===== config.mk =====
export PLATFORM = sky130hd
export DESIGN_NAME = seg_time_decoder
export DESIGN_NICKNAME = d
export VERILOG_FILES = /design/src/rtl/seg_time_pkg.sv /design/src/rtl/seg_range_decoder.sv /design/src/rtl/seg_polarity.sv /design/src/rtl/seg_time_decoder.sv
export SDC_FILE = /design/constraint.sdc
export NUM_CORES = 1
export LEC_CHECK = 0
export ABC_CLOCK_PERIOD_IN_PS = 2140
export BUFFER_PORTS_ARGS = -buffer_cell sky130_fd_sc_hd__buf_2
export CORE_AREA = 2 2 49 51
export DETAILED_ROUTE_END_ITERATION = 10
export DIE_AREA = 0 0 51 53
export PLACE_DENSITY_LB_ADDON = 0.05
export SLEW_MARGIN = 0
export SYNTH_ARGS = -nofsm -noshare
export SYNTH_HDL_FRONTEND = slang
export SYNTH_SLANG_ARGS = --single-unit

===== constraint.sdc =====
create_clock -name vclk -period 2.14
set_clock_uncertainty 0.15 [all_clocks]
set_input_delay 0.428 -clock vclk [all_inputs]
set_output_delay 0.428 -clock vclk [all_outputs]
set_load 0.02 [all_outputs]

===== src/rtl/seg_time_pkg.sv =====
package seg_time_pkg;

   localparam int SEG_W = 7;
   typedef logic [SEG_W-1:0] seg_t;

   localparam seg_t SEG_DARK = '0;

   // Glyph lookup in {g,f,e,d,c,b,a} order, active-high; only 0..9 meaningful
   function automatic seg_t glyph_of(input logic [3:0] digit);
      seg_t s;
      unique case (digit)
         4'd0: s = 7'b0111111;
         4'd1: s = 7'b0000110;
         4'd2: s = 7'b1011011;
         4'd3: s = 7'b1001111;
         4'd4: s = 7'b1100110;
         4'd5: s = 7'b1101101;
         4'd6: s = 7'b1111101;
         4'd7: s = 7'b0000111;
         4'd8: s = 7'b1111111;
         4'd9: s = 7'b1101111;
         default: s = SEG_DARK;
      endcase
      return s;
   endfunction

endpackage


===== src/rtl/seg_range_decoder.sv =====
module seg_range_decoder
   import seg_time_pkg::*;
#(
   parameter int IN_W    = 4,
   parameter int MAX_VAL = 9
) (
   input  logic [IN_W-1:0] code_i,
   output seg_t            seg_o
);
   localparam int CODES = 1 << IN_W;

   if (IN_W < 1 || IN_W > 4) begin : g_bad_width
      $error("seg_range_decoder: IN_W must be 1..4");
   end
   if (MAX_VAL < 0 || MAX_VAL > 9 || MAX_VAL >= CODES) begin : g_bad_max
      $error("seg_range_decoder: MAX_VAL must fit IN_W and lie in 0..9");
   end

   logic [3:0] code_ext;
   logic       in_range;

   assign code_ext = 4'(code_i);

   if (MAX_VAL == CODES - 1) begin : g_full_range
      // every code is a legal digit: no comparator needed
      assign in_range = 1'b1;
   end else begin : g_clipped
      assign in_range = (int'(code_ext) <= MAX_VAL);
   end

   assign seg_o = in_range ? glyph_of(code_ext) : SEG_DARK;

endmodule


===== src/rtl/seg_polarity.sv =====
module seg_polarity
   import seg_time_pkg::*;
#(
   parameter bit ACTIVE_LOW = 1'b0
) (
   input  seg_t lit_i,
   output seg_t drive_o
);
   if (ACTIVE_LOW) begin : g_invert
      assign drive_o = ~lit_i;
   end else begin : g_pass
      assign drive_o = lit_i;
   end
endmodule


===== src/rtl/seg_time_decoder.sv =====
module seg_time_decoder
   import seg_time_pkg::*;
#(
   parameter bit ACTIVE_LOW = 1'b0
) (
   input  logic [1:0] hr_tens_i,
   input  logic [3:0] hr_units_i,
   input  logic [2:0] mn_tens_i,
   input  logic [3:0] mn_units_i,
   input  logic [2:0] sc_tens_i,
   input  logic [3:0] sc_units_i,
   output logic [6:0] hr_tens_seg_o,
   output logic [6:0] hr_units_seg_o,
   output logic [6:0] mn_tens_seg_o,
   output logic [6:0] mn_units_seg_o,
   output logic [6:0] sc_tens_seg_o,
   output logic [6:0] sc_units_seg_o
);
   localparam int POSITIONS = 6;

   // position index: 0 hr tens, 1 hr units, 2 mn tens, 3 mn units, 4 sc tens, 5 sc units
   function automatic int width_of(input int p);
      if (p == 0) return 2;
      else if (p == 2 || p == 4) return 3;
      else return 4;
   endfunction

   function automatic int max_of(input int p);
      if (p == 0) return 3;
      else if (p == 2 || p == 4) return 5;
      else return 9;
   endfunction

   logic [3:0] raw   [POSITIONS];
   seg_t       lit   [POSITIONS];
   seg_t       drive [POSITIONS];

   assign raw[0] = {2'b00, hr_tens_i};
   assign raw[1] = hr_units_i;
   assign raw[2] = {1'b0, mn_tens_i};
   assign raw[3] = mn_units_i;
   assign raw[4] = {1'b0, sc_tens_i};
   assign raw[5] = sc_units_i;

   for (genvar p = 0; p < POSITIONS; p++) begin : g_pos
      localparam int W = width_of(p);
      localparam int M = max_of(p);

      seg_range_decoder #(.IN_W(W), .MAX_VAL(M)) u_dec (
         .code_i (raw[p][W-1:0]),
         .seg_o  (lit[p])
      );

      seg_polarity #(.ACTIVE_LOW(ACTIVE_LOW)) u_pol (
         .lit_i   (lit[p]),
         .drive_o (drive[p])
      );
   end

   assign hr_tens_seg_o  = drive[0];
   assign hr_units_seg_o = drive[1];
   assign mn_tens_seg_o  = drive[2];
   assign mn_units_seg_o = drive[3];
   assign sc_tens_seg_o  = drive[4];
   assign sc_units_seg_o = drive[5];

endmodule


==> summary.md <==
| Metric | Value |
|---|---|
| Status | `finished, final reports clean` |
| GRT Residual Overflow | `0` |
| Critical path capture point type | `output port` |
| Routed WL | `2270 um` |
| Pre-CTS setup slack | `-0.00578 ns` |
| DRC | `0` |
| CP Launch Type | `input port` |
| Vias in the first global route | `924` |
| Antenna cell count | `0` |
| RSZ-0062 raised after global routing | `yes` |
| DR iter-0 viols | `9` |
| DIE AREA | `2700 sq um` |
| Worst vdd ir | `0.163 mV` |
| Final #Nets | `253` |
| Synth cell types | `22` |
| Register area | `0 sq um` |
| CTS Hold Buffers Added | `0` |
| Crit path kind | `input port to output port` |
| Period minus WS final | `2.13 ns` |
| Net Count, Synth | `190` |
| Share of layout cells above drive strength 1 | `44.3%` |
| Placed cell area | `1330 sq um` |
| MaxCap Viol Count | `0` |
| Top post-synthesis cells by area | `ha_1 37%, a21oi_1 12%, o21a_1 7.4%` |
| I/O Buffers | `61` |
| Int Pwr | `0.000143 W` |
| CP cell instances | `buf_2 -> inv_2 -> ha_4 -> nor2_1 -> o31a_1 -> nor2_1 -> buf_2` |
| CP bufs+invs | `3` |
| Switch share | `60.9%` |
| Max Transition Viols Final | `0` |
| P_sw | `0.000222 W` |
| Sequential cell count | `0` |
| Final Cell Area | `1470 sq um` |
| Largest net degree at the start of global routing | `11` |
| DP Wirelength | `1870 um` |
| Syn Area/Cell | `7.24 sq um` |
| HP Class | `input port to output port` |
| Register share of total power | `0%` |
| Period utilization | `99.7%` |
| Routed WL per cell | `9.91 um` |
| Final hold vios | `0` |
| Die height | `53 um` |
| F_max | `469 MHz` |
| Ys Warns | `0` |
| Initial core utilization | `47.2%` |
| RD Place Congestion | `0.711` |
| Crit-path max FO | `6` |
| Arrival time at the worst endpoint | `1.56 ns` |
| Total track usage | `16.4%` |
| Top cell family by delay on the critical path | `buffers and inverters` |
| Chip Width | `51 um` |
| FP Rows | `17` |
| First-pass GRT wire length | `3650 um` |
| Number of nets with antenna violations after routing | `0` |
| Hold Worst Slack | `0.970 ns` |
| Clock Power Share | `0%` |
| Origin of the worst setup path | `hr_units_i[0]` |
| Comb power frac | `100.0%` |
| Mapped Area | `1010 sq um` |
| Initial DRT Pass Iterations | `4` |
| # IOs | `62` |
| Via density per instance | `4.76` |
| Setup violations, final | `0` |
| Mapped Cells | `140` |
| Hold Crit Start | `hr_tens_i[1]` |
| Sequential fraction of the synthesis area | `0%` |
| Yosys top cell area share | `37.0%` |
| Total core area | `2150 sq um` |
| Power, Total | `0.000364 W` |
| Layout clock buffers | `0` |
| Leak | `0.783 nW` |
| CP peak stage delay | `0.39 ns` |
| P&R area growth vs syn | `44.8%` |
| Vias post-DR | `1090` |
| Setup TNS | `0 ns` |
| Initial antenna violation count | `0` |
| Pwr Density | `248 nW/um^2` |
| Largest area contributor in the netlist | `ha_1` |
| CP max stage cell | `o31a_1` |
| CP required | `1.56 ns` |
| Setup ws final | `0.00624 ns` |
-- area by class of cell --
cell class	count	area (sq um)
Fill cell	195	681
Multi-Input combinational cell	116	982
Timing Repair Buffer	67	373
Inverter	18	77.6
Tap cell	28	35.0
-- repair_timing --
item	CTS	global route
resized for setup	5	28
pin swaps	1	3
setup buffers	0	2
setup endpoints to repair	1	18
endpoints found under the hold margin	0	0
-- synth_stat cells (3+ instances only) --
cell,instances
a21oi_1,25
ha_1,30
nor2_1,16
nand2_1,7
buf_4,3
o21a_1,10
nand2b_1,7
a21boi_0,3
nor2b_1,4
inv_1,17
-- through the flow --
step,utilization [%],instances
global placement,62.1,227
floorplan,-,140
CTS,62.5,227
finish,68.3,229
global route,68.3,229
detailed placement,62.1,227
-- kinds of logic (layout without fill, tap and decap cells) --
family / Yosys count / after routing / share of synthesized area [%]
AOI/OAI and AO/OA: 48 / 48 / 33.0
adders and majority gates: 30 / 30 / 37.0
buffers and inverters: 24 / 85 / 11.6
muxes: 2 / 2 / 1.98
other: 1 / 1 / 0.370
and+or+nand+nor: 35 / 35 / 16.0
-- per-layer routing --
layer / global-route usage (%) / vias to the layer above / share of wire (%)
met1: 19.9 / 471 / 43
met4: 0 / 0 / 0
met2: 33.5 / 36 / 50
met3: 0.282 / 0 / 6.3
li1: - / 583 / -
met5: 0 / - / 0
-- final timing paths --
check	endpoint	slack, ns	cells after the start
min	hr_tens_seg_o[6]	0.97	2
max	hr_units_seg_o[2]	0.006	7
-- power by group through the flow --
stage / Sequential (W) / Combinational (W) / Clock [W]
after CTS: 0 / 0.000336 / 0
after global placement: 0 / 0.000326 / 0
after detailed placement: 0 / 0.000332 / 0
after floorplan: 0 / 0.000222 / 0
final: 0 / 0.000364 / 0
after global routing: 0 / 0.000401 / 0
-- placed cells by master, fill, tap and decap left out, drive strengths merged --
master	count
a211oi	3
a21boi	5
a21oi	25
buf	67
conb	1
ha	30
inv	18
mux2i	2
nand2	7
nand2b	7
nor2	16
nor2b	4
o21a	10
o21ai	2
o31a	1
o31ai	2
or2b	1
(Power assumes the default switching activity.)
